File: config.mk
export PLATFORM = sky130hd
export DESIGN_NAME = dbg_reg_xact
export DESIGN_NICKNAME = d
export VERILOG_FILES = /design/src/rtl/dbgx_pkg.sv /design/src/rtl/dbgx_req_tx.sv /design/src/rtl/dbgx_rsp_rx.sv /design/src/rtl/dbg_reg_xact.sv
export SDC_FILE = /design/constraint.sdc
export NUM_CORES = 1
export LEC_CHECK = 0
export ABC_AREA = 1
export BUFFER_PORTS_ARGS = -buffer_cell sky130_fd_sc_hd__buf_2
export CORE_AREA = 2 2 217 219
export CTS_CLUSTER_SIZE = 12
export DETAILED_ROUTE_END_ITERATION = 16
export DIE_AREA = 0 0 219 221
export HOLD_SLACK_MARGIN = 0.08
export PLACE_DENSITY = 0.71
export SLEW_MARGIN = 25
export SYNTH_ARGS = -nofsm -noshare
export SYNTH_HDL_FRONTEND = slang
export SYNTH_SLANG_ARGS = --single-unit
File: constraint.sdc
create_clock -name clk -period 2.9 [get_ports clk]
set_input_delay 0.435 -clock clk [delete_from_list [all_inputs] [get_ports clk]]
set_output_delay 0.435 -clock clk [all_outputs]
set_load 0.02 [all_outputs]
File: src/rtl/dbgx_pkg.sv
`timescale 1ns/1ps
package dbgx_pkg;
    localparam int FLIT_W    = 16;
    localparam int MAX_BITS  = 128;
    localparam int MAX_WORDS = MAX_BITS / FLIT_W;
    localparam int TYPE_W    = 6;
    localparam int SUB_W     = FLIT_W - TYPE_W;
    localparam int HDR_FLITS = 3;
    localparam int POS_W     = $clog2(HDR_FLITS + MAX_WORDS + 2) + 1;

    localparam logic [TYPE_W-1:0] TYPE_REG   = 6'd1;
    localparam logic [SUB_W-1:0]  SUB_RD_REQ = 10'd0;
    localparam logic [SUB_W-1:0]  SUB_WR_REQ = 10'd4;
    localparam logic [SUB_W-1:0]  SUB_RD_OK  = 10'd8;
    localparam logic [SUB_W-1:0]  SUB_RD_ERR = 10'd12;
    localparam logic [SUB_W-1:0]  SUB_WR_OK  = 10'd13;
    localparam logic [SUB_W-1:0]  SUB_WR_ERR = 10'd14;

    typedef enum logic [2:0] {
        E_NONE   = 3'd0,
        E_WIDTH  = 3'd1,
        E_HDR    = 3'd2,
        E_RDFAIL = 3'd3,
        E_SUB    = 3'd4,
        E_LEN    = 3'd5,
        E_WRFAIL = 3'd6,
        E_TMO    = 3'd7
    } err_e;
endpackage

File: src/rtl/dbgx_req_tx.sv
`timescale 1ns/1ps
module dbgx_req_tx
    import dbgx_pkg::*;
(
    input  logic                clk,
    input  logic                rst_n,
    input  logic                start,
    input  logic [FLIT_W-1:0]   dest,
    input  logic [FLIT_W-1:0]   src,
    input  logic [FLIT_W-1:0]   addr,
    input  logic [MAX_BITS-1:0] wdata,
    input  logic                write,
    input  logic [1:0]          widx,
    output logic                tx_valid,
    output logic [FLIT_W-1:0]   tx_flit,
    output logic                tx_last,
    input  logic                tx_ready,
    output logic                sent
);
    typedef struct packed {
        logic                busy;
        logic [POS_W-1:0]    idx;
        logic [POS_W-1:0]    last_idx;
        logic [FLIT_W-1:0]   dest;
        logic [FLIT_W-1:0]   src;
        logic [FLIT_W-1:0]   hdr;
        logic [FLIT_W-1:0]   addr;
        logic [MAX_BITS-1:0] pay;
    } tx_st_t;

    tx_st_t s_d, s_q;
    logic [SUB_W-1:0] sub_sel;
    logic fire;

    always_comb begin
        s_d     = s_q;
        fire    = s_q.busy && tx_ready;
        sub_sel = (write ? SUB_WR_REQ : SUB_RD_REQ) + SUB_W'(widx);
        if (start) begin
            s_d.busy     = 1'b1;
            s_d.idx      = '0;
            s_d.last_idx = write ? POS_W'(HDR_FLITS) + (POS_W'(1) << widx) : POS_W'(HDR_FLITS);
            s_d.dest     = dest;
            s_d.src      = src;
            s_d.addr     = addr;
            s_d.hdr      = {TYPE_REG, sub_sel};
            s_d.pay      = wdata << (MAX_BITS - (FLIT_W << widx));
        end else if (fire) begin
            if (s_q.idx == s_q.last_idx) s_d.busy = 1'b0;
            s_d.idx = s_q.idx + POS_W'(1);
            if (s_q.idx > POS_W'(HDR_FLITS)) s_d.pay = s_q.pay << FLIT_W;
        end
    end

    always_comb begin
        unique case (s_q.idx)
            POS_W'(0): tx_flit = s_q.dest;
            POS_W'(1): tx_flit = s_q.src;
            POS_W'(2): tx_flit = s_q.hdr;
            POS_W'(3): tx_flit = s_q.addr;
            default:   tx_flit = s_q.pay[MAX_BITS-1 -: FLIT_W];
        endcase
    end

    assign tx_valid = s_q.busy;
    assign tx_last  = s_q.busy && (s_q.idx == s_q.last_idx);
    assign sent     = fire && (s_q.idx == s_q.last_idx);

    always_ff @(posedge clk) begin
        if (!rst_n) s_q <= '0;
        else        s_q <= s_d;
    end

    // a stalled flit keeps its value
    a_r11_hold_flit: assert property (@(posedge clk) disable iff (!rst_n)
        tx_valid && !tx_ready |=> tx_valid && $stable(tx_flit) && $stable(tx_last));

    // one packet per command, nothing right after its final flit
    a_r1_single_packet: assert property (@(posedge clk) disable iff (!rst_n)
        tx_valid && tx_ready && tx_last |=> !tx_valid);
endmodule

File: src/rtl/dbgx_rsp_rx.sv
`timescale 1ns/1ps
module dbgx_rsp_rx
    import dbgx_pkg::*;
(
    input  logic                clk,
    input  logic                rst_n,
    input  logic                active,
    input  logic                write,
    input  logic [1:0]          widx,
    input  logic [FLIT_W-1:0]   own,
    input  logic [FLIT_W-1:0]   target,
    input  logic                rx_valid,
    input  logic [FLIT_W-1:0]   rx_flit,
    input  logic                rx_last,
    output logic                rsp_done,
    output err_e                rsp_err,
    output logic [MAX_BITS-1:0] rsp_data
);
    typedef struct packed {
        logic                in_pkt;
        logic                cap;
        logic                bad;
        logic [POS_W-1:0]    pos;
        logic [SUB_W-1:0]    sub;
        logic [MAX_BITS-1:0] data;
    } rx_st_t;

    rx_st_t s_d, s_q, base;
    logic cur;
    logic [POS_W-1:0] nwords;

    always_comb begin
        s_d  = s_q;
        base = s_q;
        cur  = (s_q.in_pkt ? s_q.cap : 1'b1) && active;
        if (!s_q.in_pkt) begin
            base.pos  = '0;
            base.bad  = 1'b0;
            base.sub  = '0;
            base.data = '0;
        end
        if (rx_valid) begin
            s_d.in_pkt = !rx_last;
            s_d.cap    = cur;
            if (cur) begin
                s_d = base;
                s_d.in_pkt = !rx_last;
                s_d.cap    = cur;
                unique case (base.pos)
                    POS_W'(0): s_d.bad = base.bad | (rx_flit != own);
                    POS_W'(1): s_d.bad = base.bad | (rx_flit != target);
                    POS_W'(2): begin
                        s_d.bad = base.bad | (rx_flit[FLIT_W-1 -: TYPE_W] != TYPE_REG);
                        s_d.sub = rx_flit[SUB_W-1:0];
                    end
                    default:   s_d.data = {base.data[MAX_BITS-FLIT_W-1:0], rx_flit};
                endcase
                s_d.pos = (base.pos == '1) ? base.pos : base.pos + POS_W'(1);
            end
        end
    end

    always_comb begin
        nwords  = s_d.pos - POS_W'(HDR_FLITS);
        rsp_err = E_NONE;
        if (s_d.pos < POS_W'(HDR_FLITS))               rsp_err = E_LEN;
        else if (write) begin
            if (s_d.sub == SUB_WR_OK)                  rsp_err = E_NONE;
            else if (s_d.sub == SUB_WR_ERR)            rsp_err = E_WRFAIL;
            else                                       rsp_err = E_SUB;
        end
        else if (s_d.bad)                              rsp_err = E_HDR;
        else if (s_d.sub == SUB_RD_ERR)                rsp_err = E_RDFAIL;
        else if (s_d.sub != SUB_RD_OK + SUB_W'(widx))  rsp_err = E_SUB;
        else if (nwords != (POS_W'(1) << widx))        rsp_err = E_LEN;
        rsp_done = rx_valid && rx_last && cur;
        rsp_data = (!write && rsp_err == E_NONE) ? s_d.data : '0;
    end

    always_ff @(posedge clk) begin
        if (!rst_n) s_q <= '0;
        else        s_q <= s_d;
    end
endmodule

File: src/rtl/dbg_reg_xact.sv
`timescale 1ns/1ps
module dbg_reg_xact
    import dbgx_pkg::*;
#(
    parameter int TIMEOUT_CYC = 256
)(
    input  logic                clk,
    input  logic                rst_n,
    input  logic                cmd_valid,
    output logic                cmd_ready,
    input  logic                cmd_write,
    input  logic [7:0]          cmd_width,
    input  logic [FLIT_W-1:0]   cmd_dest,
    input  logic [FLIT_W-1:0]   cmd_src,
    input  logic [FLIT_W-1:0]   cmd_addr,
    input  logic [MAX_BITS-1:0] cmd_wdata,
    output logic                tx_valid,
    output logic [FLIT_W-1:0]   tx_flit,
    output logic                tx_last,
    input  logic                tx_ready,
    input  logic                rx_valid,
    input  logic [FLIT_W-1:0]   rx_flit,
    input  logic                rx_last,
    output logic                rx_ready,
    output logic                done,
    output logic                ok,
    output logic [2:0]          err,
    output logic [MAX_BITS-1:0] rdata
);
    localparam int TMO_W = $clog2(TIMEOUT_CYC + 1);

    typedef enum logic [1:0] {S_IDLE, S_SEND, S_WAIT} state_e;

    typedef struct packed {
        state_e              st;
        logic                write;
        logic [1:0]          widx;
        logic [FLIT_W-1:0]   dest;
        logic [FLIT_W-1:0]   src;
        logic [TMO_W-1:0]    tmo;
        logic                done;
        logic                ok;
        err_e                err;
        logic [MAX_BITS-1:0] rdata;
    } top_st_t;

    top_st_t s_d, s_q;
    logic width_bad, start, sent, rsp_done;
    logic [1:0] cmd_widx;
    err_e rsp_err;
    logic [MAX_BITS-1:0] rsp_data;

    always_comb begin
        width_bad = 1'b0;
        cmd_widx  = 2'd0;
        unique case (cmd_width)
            8'd16:   cmd_widx = 2'd0;
            8'd32:   cmd_widx = 2'd1;
            8'd64:   cmd_widx = 2'd2;
            8'd128:  cmd_widx = 2'd3;
            default: width_bad = 1'b1;
        endcase
    end

    assign cmd_ready = (s_q.st == S_IDLE);
    assign start     = cmd_valid && cmd_ready && !width_bad;

    dbgx_req_tx u_tx (
        .clk(clk), .rst_n(rst_n), .start(start),
        .dest(cmd_dest), .src(cmd_src), .addr(cmd_addr), .wdata(cmd_wdata),
        .write(cmd_write), .widx(cmd_widx),
        .tx_valid(tx_valid), .tx_flit(tx_flit), .tx_last(tx_last),
        .tx_ready(tx_ready), .sent(sent)
    );

    dbgx_rsp_rx u_rx (
        .clk(clk), .rst_n(rst_n), .active(s_q.st == S_WAIT),
        .write(s_q.write), .widx(s_q.widx), .own(s_q.src), .target(s_q.dest),
        .rx_valid(rx_valid), .rx_flit(rx_flit), .rx_last(rx_last),
        .rsp_done(rsp_done), .rsp_err(rsp_err), .rsp_data(rsp_data)
    );

    always_comb begin
        s_d      = s_q;
        s_d.done = 1'b0;
        unique case (s_q.st)
            S_IDLE: if (cmd_valid) begin
                if (width_bad) begin
                    s_d.done  = 1'b1;
                    s_d.ok    = 1'b0;
                    s_d.err   = E_WIDTH;
                    s_d.rdata = '0;
                end else begin
                    s_d.st    = S_SEND;
                    s_d.write = cmd_write;
                    s_d.widx  = cmd_widx;
                    s_d.dest  = cmd_dest;
                    s_d.src   = cmd_src;
                end
            end
            S_SEND: if (sent) begin
                s_d.st  = S_WAIT;
                s_d.tmo = '0;
            end
            S_WAIT: begin
                if (rsp_done) begin
                    s_d.st    = S_IDLE;
                    s_d.done  = 1'b1;
                    s_d.ok    = (rsp_err == E_NONE);
                    s_d.err   = rsp_err;
                    s_d.rdata = rsp_data;
                end else if (s_q.tmo == TMO_W'(TIMEOUT_CYC - 1)) begin
                    s_d.st    = S_IDLE;
                    s_d.done  = 1'b1;
                    s_d.ok    = 1'b0;
                    s_d.err   = E_TMO;
                    s_d.rdata = '0;
                end else begin
                    s_d.tmo = s_q.tmo + TMO_W'(1);
                end
            end
            default: s_d.st = S_IDLE;
        endcase
    end

    always_ff @(posedge clk) begin
        if (!rst_n) s_q <= '0;
        else        s_q <= s_d;
    end

    assign rx_ready = 1'b1;
    assign done     = s_q.done;
    assign ok       = s_q.ok;
    assign err      = s_q.err;
    assign rdata    = s_q.rdata;

    // rejected width completes next cycle with no traffic
    a_r4_bad_width: assert property (@(posedge clk) disable iff (!rst_n)
        cmd_valid && cmd_ready && width_bad |=> done && err == 3'd1 && !tx_valid);

    // wait limit reached without a reply ends in a timeout
    a_r9_timeout: assert property (@(posedge clk) disable iff (!rst_n)
        s_q.st == S_WAIT && s_q.tmo == TMO_W'(TIMEOUT_CYC - 1) && !rsp_done
        |=> done && err == 3'd7 && !ok);

    // the engine never sends while it offers to take a command
    a_r12_idle_quiet: assert property (@(posedge clk) disable iff (!rst_n)
        cmd_ready |-> !tx_valid);
endmodule

; After elaboration in Yosys (flattened, before gate mapping)
; Cells that the tools add are included.
[totals]
out_inout_bits = 153
inputBits = 207
word_cells = 142
register_bits = 523
[classes]
n_reduce_logical = 29
magnitude_cmp = 2
n_bitwise = 4
mux = 42
add_sub_neg = 8
eq_ne = 29
shifts = 4
[op_table]
columns = operator, n
row1 = 128-bit two-way mux, 5
row2 = 133-bit two-way mux, 4
row3 = 144-bit two-way mux, 2
row4 = 133-bit case mux with 2 select lines, 1
row5 = 145-bit two-way mux, 1
row6 = 128-bit by 32-bit << shifter with 128-bit output, 1
row7 = 37-bit two-way mux, 2
row8 = 16-bit case mux with 4 select lines, 1
row9 = 16-bit != test, 2
row10 = "5-bit by 2-bit << shifter with 32-bit output, first input constant", 1
row11 = "9-bit by 32-bit subtractor with 32-bit output, first input constant", 1
row12 = "10-bit by 4-bit equality test with 1-bit output, second input constant", 3
row13 = 9-bit two-way mux, 3
row14 = 3-bit two-way mux, 8
row15 = 9-bit case mux with 2 select lines, 1
row16 = "5-bit by 2-bit equality test with 1-bit output, second input constant", 3
row17 = 6-bit two-way mux, 2
row18 = "2-bit != test, second input constant", 6
row19 = 2-bit case mux with 3 select lines, 2
row20 = 4-bit AND reduction, 3
row21 = 10-bit by 2-bit adder with 10-bit output, 1
row22 = "5-bit by 1-bit adder with 5-bit output, second input constant", 2
row23 = "5-bit by 1-bit equality test with 1-bit output, second input constant", 2
row24 = 5-bit zero test, 2
row25 = other kinds (37), 59

; Logic depth before layout (Yosys ltp)
[depth]
depth_word = 19
depth_mapped = 25
mapped_depth_nobuf = 23

; Cells and area by module
; From an unflattened synthesis, not the netlist that was laid out.
[unflattened]
hier_cells = 4235
hier_area_um2 = 28815.1
[modules_own_cells]
columns = mod, cells_each, instances, seq_area_each_um2, area_each_um2
row1 = dbgx_req_tx, 1815, 1, 3823.7, 11377.2
row2 = dbgx_rsp_rx, 1371, 1, 2922.8, 9321.4
row3 = dbg_reg_xact, 1049, 1, 3583.4, 8116.5

; Worst setup path before layout
; Ideal clock, no wire load.
[synth_path]
kind = in2reg
from = in rx_valid
to = reg s_q (netlist bit rdata[67])
n_path_buf = 2
t_arrival_ps = 2590
slack_ps = 240
cell_stages = 23
setup_ps = 70
required_time_ps = 2830
path_cell_list = nand3_2 > nor2_8 > nand3b_1 > nand2_1 > inv_2 > ha_1 > nor2_1 > nand2_1 > nand2_1 > o21ai_0 > inv_1 > nand2_1 > nor2_1 > nand3_1 > nand2_1 > nand2_1 > nand2_1 > nand2_1 > nor2_2 > buf_4 > buf_4 > nand4_1 > a21oi_1
[synth_via]
elab_chain_cells = 14
word_cells_on_any_way = 25
classes_between = 1 x add/sub / 1 x order compare / 6 x eq/ne / 12 x mux / 5 x reduce/logical
[synth_rtl]
columns = item, line_no
row1 = start: declaration, dbg_reg_xact.sv:21  ; input logic rx_valid,
row2 = 144-bit two-way mux, dbgx_rsp_rx.sv:42  ; if (rx_valid) begin
row3 = 5-bit by 2-bit subtractor with 5-bit output, dbgx_rsp_rx.sv:64  ; nwords = s_d.pos - POS_W'(HDR_FLITS);
row4 = 5-bit != test, dbgx_rsp_rx.sv:75  ; else if (nwords != (POS_W'(1) << widx)) rsp_err = E_LEN;
row5 = 3-bit two-way mux, dbgx_rsp_rx.sv:75
row6 = 3-bit two-way mux, dbgx_rsp_rx.sv:74  ; else if (s_d.sub != SUB_RD_OK + SUB_W'(widx)) rsp_err = E_SUB;
row7 = 3-bit two-way mux, dbgx_rsp_rx.sv:73  ; else if (s_d.sub == SUB_RD_ERR) rsp_err = E_RDFAIL;
row8 = 3-bit two-way mux, dbgx_rsp_rx.sv:72  ; else if (s_d.bad) rsp_err = E_HDR;
row9 = 3-bit two-way mux, dbgx_rsp_rx.sv:67  ; else if (write) begin
row10 = 3-bit two-way mux, dbgx_rsp_rx.sv:66  ; if (s_d.pos < POS_W'(HDR_FLITS)) rsp_err = E_LEN;
row11 = 3-bit zero test, dbgx_rsp_rx.sv:77  ; rsp_data = (!write && rsp_err == E_NONE) ? s_d.data : '0;
row12 = 1-bit logical AND, dbgx_rsp_rx.sv:77
row13 = 128-bit two-way mux, dbgx_rsp_rx.sv:77
row14 = 133-bit two-way mux, dbg_reg_xact.sv:106  ; if (rsp_done) begin
row15 = 133-bit case mux with 2 select lines, dbg_reg_xact.sv:86  ; unique case (s_q.st)
row16 = end signal: assignment, dbg_reg_xact.sv:127  ; if (!rst_n) s_q <= '0;
row17 = end signal: assignment, dbg_reg_xact.sv:128  ; else s_q <= s_d;
row18 = end: declaration, dbg_reg_xact.sv:47  ; top_st_t s_d, s_q;
; Several ways; a longest one is shown, not always the timed one.
; A chain may end at the register's enable or synchronous reset.

; Worst setup path in the final report
[layout_path]
from = reg u_rx.s_q (netlist bit u_rx.base[145])
to = reg s_q (netlist bit rdata[120])
[layout_via]
elab_chain_cells = 18
word_cells_on_any_way = 41
classes_between = 2 x add/sub / 1 x order compare / 9 x eq/ne / 19 x mux / 3 x bitwise / 7 x reduce/logical
[layout_rtl]
columns = item, line_no
row1 = start: declaration, dbgx_rsp_rx.sv:28  ; rx_st_t s_d, s_q, base;
row2 = start signal: assignment, dbgx_rsp_rx.sv:81  ; if (!rst_n) s_q <= '0;
row3 = start signal: assignment, dbgx_rsp_rx.sv:82  ; else s_q <= s_d;
row4 = 144-bit two-way mux, dbgx_rsp_rx.sv:36  ; if (!s_q.in_pkt) begin
row5 = 5-bit by 1-bit adder with 5-bit output or 5-bit equality test (tied branches), dbgx_rsp_rx.sv:58  ; s_d.pos = (base.pos == '1) ? base.pos : base.pos + POS_W'(1);
row6 = 5-bit two-way mux, dbgx_rsp_rx.sv:58
row7 = 145-bit two-way mux, dbgx_rsp_rx.sv:45  ; if (cur) begin
row8 = 144-bit two-way mux, dbgx_rsp_rx.sv:42
row9 = 5-bit by 2-bit subtractor with 5-bit output, dbgx_rsp_rx.sv:64
row10 = 5-bit != test, dbgx_rsp_rx.sv:75
row11 = 3-bit two-way mux, dbgx_rsp_rx.sv:75
row12 = [2 not listed], -
row13 = 3-bit two-way mux, dbgx_rsp_rx.sv:72
row14 = 3-bit two-way mux, dbgx_rsp_rx.sv:67
row15 = 3-bit two-way mux, dbgx_rsp_rx.sv:66
row16 = 3-bit zero test, dbgx_rsp_rx.sv:77
row17 = 1-bit logical AND, dbgx_rsp_rx.sv:77
row18 = 128-bit two-way mux, dbgx_rsp_rx.sv:77
row19 = 133-bit two-way mux, dbg_reg_xact.sv:106
row20 = 133-bit case mux with 2 select lines, dbg_reg_xact.sv:86
; Several ways; a longest one is shown, not always the timed one.

==> summary.md <==
| Metric | Value |
|---|---|
| Hold path endpoint | `u_tx.s_q[133]` |
| Dpl cells | `roughly 3800` |
| H-tree depth | `2` |
| DRT Pass-1 Iters | `5` |
| Avg Cell Area, Syn | `around 7.3 sq um` |
| Worst hold start | `cmd_addr[5]` |
| Final min period | `~3.0 ns` |
| Status | `finished, violations left` |
| Pin count of the biggest net entering global routing | `~130` |
| Row count | `79` |
| Via count of the first global-routing pass | `about 21000` |
| Post-Synth XOR/XNOR Area | `less than 1%` |
| Initial antenna violation count | `6` |
| Register-to-register setup slack | `-0.12 ns` |
| Clk_lat worst skew | `0.60 ns` |
| Detailed Place HPWL | `~53000 um` |
| Effective utilization at floorplan | `between 40% and 50%` |
| Die Wd | `between 200 and 250 um` |
| Failing checks | `setup timing` |
| FFs w/ async S/R, synth | `0%` |
| Worst EP arrival | `between 3 and 4 ns` |
| Via count | `23000` |
| Post-Syn Area | `between 0.02 and 0.025 sq mm` |
| FMAX | `between 300 and 400 MHz` |
| Root Buffer | `clkbuf_16` |
| Non-Filler Instances | `slightly below 4000` |
| Routed wire per std cell | `about 20 um` |
| CTS Buffer Depth | `3` |
| Pins Over Slew Limit | `0` |
| Number of cells produced by synthesis | `~3100` |
| Lkg Pwr | `11.01 nW` |
| Hold Crit Class | `in2reg` |
| Worst Setup SP | `u_rx.base[145]` |
| RSZ-0062 raised after global routing | `yes` |
| Area growth syn-to-layout | `18.13%` |
| Worst slew margin | `~44%` |
| CTS tree | `built` |
| Crit Path Max Fanout | `18` |
| I/O Buffers | `358` |
| First-pass GRT wire length | `around 120000 um` |
| I/O pin cnt | `360` |
| Clock Skews | `~0.018 ns` |
| Final Hold Fails | `0` |
| # setup viols final | `approximately 120` |
| Worst R2R Path Depth | `19` |
| Hold Worst Slack | `roughly 0.10 ns` |
| Core ar. | `approximately 0.046 sq mm` |
| Clock slew at reported path FFs | `approximately 0.06 ns` |
| Final setup margin | `-0.1213 ns` |
| Post-synthesis cell type count | `46` |
| Synth area leaders | `dfxtp_1 42%, nand2_1 7.8%, nor2_1 7.0%` |
| Final net count | `approximately 3500` |
| Ys flop type | `dfxtp_1` |
| VDD IR max | `roughly 0.51 mV` |
| Post-synth top area share | `roughly 42%` |
| CTS Sinks | `about 480` |
| Max-capacitance violation count | `0` |
| Simple-Gate Fraction of Synth Area | `between 20% and 30%` |
| Multiplexer share of the synthesized area | `less than 1%` |
| Commonest non-fill, non-tap cell in the layout | `dfxtp_1` |
| DRT iter0 DRCs | `2635` |
| Sequential share of the synthesized area | `~42%` |
| GP Congestion | `roughly 0.93` |
| Remaining antenna violation count after routing | `0` |
| Commonest non-fill, non-tap cells in the layout | `476 x dfxtp_1, 465 x nand2_1, 419 x nor2_1` |
| Hold Path Depth | `3` |
| Residual DRC | `0` |
| Inserted Clock Buffers | `a little over 50` |
| Synth Area in Compound Gates | `~22%` |
| Number of synthesized flops with an enable pin | `0` |
| Layout cells sized above 1 | `between 10% and 20%` |
| Yosys warnings | `0` |
| Via density per instance | `about 5.8` |
| Post-synthesis adder-cell area fraction | `less than 1%` |
| Largest family of logic cells by synthesized area | `compound AO/OA/AOI/OAI gates` |
| Post-Route WL | `between 70000 and 80000 um` |
| Largest area contributor in the netlist | `dfxtp_1` |
| Crit. End Element | `flop` |
| Setup WS pre-CTS | `-0.2509 ns` |
| Total power draw | `0.01364 W` |
| Total grt overflow | `0` |
| RR Startpoint | `u_rx.base[145]` |
| WS Path Type | `reg2reg` |
| Fin crit share | `104.2%` |
| Flops & latches, synth | `roughly 480` |
| Worst slew pin tran | `around 0.84 ns` |
| Total Routing Usage GR | `30.73%` |
| Net Count, Synth | `3336` |
| Die H | `approximately 220 um` |
| PwrDens | `506.2 mW/mm^2` |
| CP required | `about 3.4 ns` |
| Die area | `0.04840 sq mm` |
| CP startpoint kind | `flop` |
| Reg-to-Reg End | `rdata[120]` |
## report_power, final
group	internal [W]	leakage (nW)	switching (W)
clock network	0.00367	0.786	0.00268
logic	0.000205	6.35	0.000430
registers	0.00663	3.88	0.0000148
total	0.0105	11.0	0.00313
## sequential cells by signal, summed over array words and instances (netlist names)
register       cells
rdata            128
u_tx.s_q         157
u_tx.tx_valid      1
err                3
done               1
ok                 1
u_rx.base          2
s_q               44
u_rx.s_q         144
## worst max-delay path, cell delays in order (launching register included)
cell	delay, ns
dfxtp_4	0.40
nand2_1	0.13
nor2_4	0.15
buf_4	0.25
nand3_1	0.15
nand3_1	0.11
nand2_1	0.06
nor2_1	0.08
nand2_1	0.07
nor2_1	0.09
nand3_1	0.16
nand2_2	0.11
nand4_1	0.10
nand2_1	0.10
inv_2	0.05
nor2_4	0.21
clkbuf_16	0.24
clkbuf_16	0.19
nand4_1	0.09
a21oi_1	0.17
## layer usage
metal | vias to the layer above | global-route usage [%] | routed length [um]
li1 | 10830 | - | -
met1 | 10880 | 43.39 | 34570
met2 | 1102 | 46.72 | 35130
met3 | 187 | 5.127 | 6746
met4 | 4 | 11.97 | 3023
met5 | - | 0 | 23
## final cells by class
type                            instances  area, sq um
Fill cell                            4346        19120
Multi-Input combinational cell       1999        10320
Sequential cell                       481         9638
Timing Repair Buffer                  515         3605
Clock buffer                           79         1523
Inverter                              264         1003
Tap cell                              607        759.5
Clock inverter                          8        82.58
Antenna cell                            3        7.507
## synth_stat cells (5+ instances only)
library cell and n:
nor2_1 427, o221ai_1 17, ha_1 7, nor3_1 10, a22oi_1 18, dfxtp_1 481, nand3_1 71, a32o_1 96
o211ai_1 31, mux2i_1 11, buf_1 6, a32oi_1 16, a211oi_1 14, a31oi_1 11, o21ai_1 10, o21ai_0 299
inv_1 245, or2_2 7, buf_4 149, nand4_1 135, clkbuf_1 193, nand2_1 471, inv_2 16, xor2_1 5
o22ai_1 19, a221oi_1 5, buf_2 28, a21oi_1 283
## logic make-up after synthesis
kind of cell,Yosys count
flip-flops,481
multiplexers,11
adder cells (fa/ha/maj),7
AO/OA/AOI/OAI,829
other,1
XOR/XNOR,9
AND/OR/NAND/NOR,1142
buffers and inverters,642
## stage by stage
step / setup TNS (ns) / cell area [sq um] / utilization, %
finish: -7.226 / 26940 / 58.49
detailed placement: -24.73 / 24590 / 53.39
global placement: -24.36 / 24590 / 53.39
global route: -36.88 / 26940 / 58.49
CTS: -0.01393 / 26440 / 57.40
floorplan: 0 / 22810 / -
## timing repair
action | CTS | global route
hold endpoints to repair | 19 | 0
buffers inserted | 0 | 7
hold buffers | 19 | 0
resized for setup | 8 | 39
setup endpoints to repair | 127 | 133
pin swaps | 0 | 16
cloned | 1 | 11
## worst max-delay path by stage
stage,end,slack [ns],depth (start not counted)
after floorplan,rdata[67],0.24,23
after global placement,rdata[62],-0.24,24
final,rdata[120],-0.12,19
after detailed placement,rdata[65],-0.25,24
after CTS,rdata[65],-0.01,16
after global routing,rdata[25],-0.35,23
Note: power is estimated with default switching activity, not from simulation.
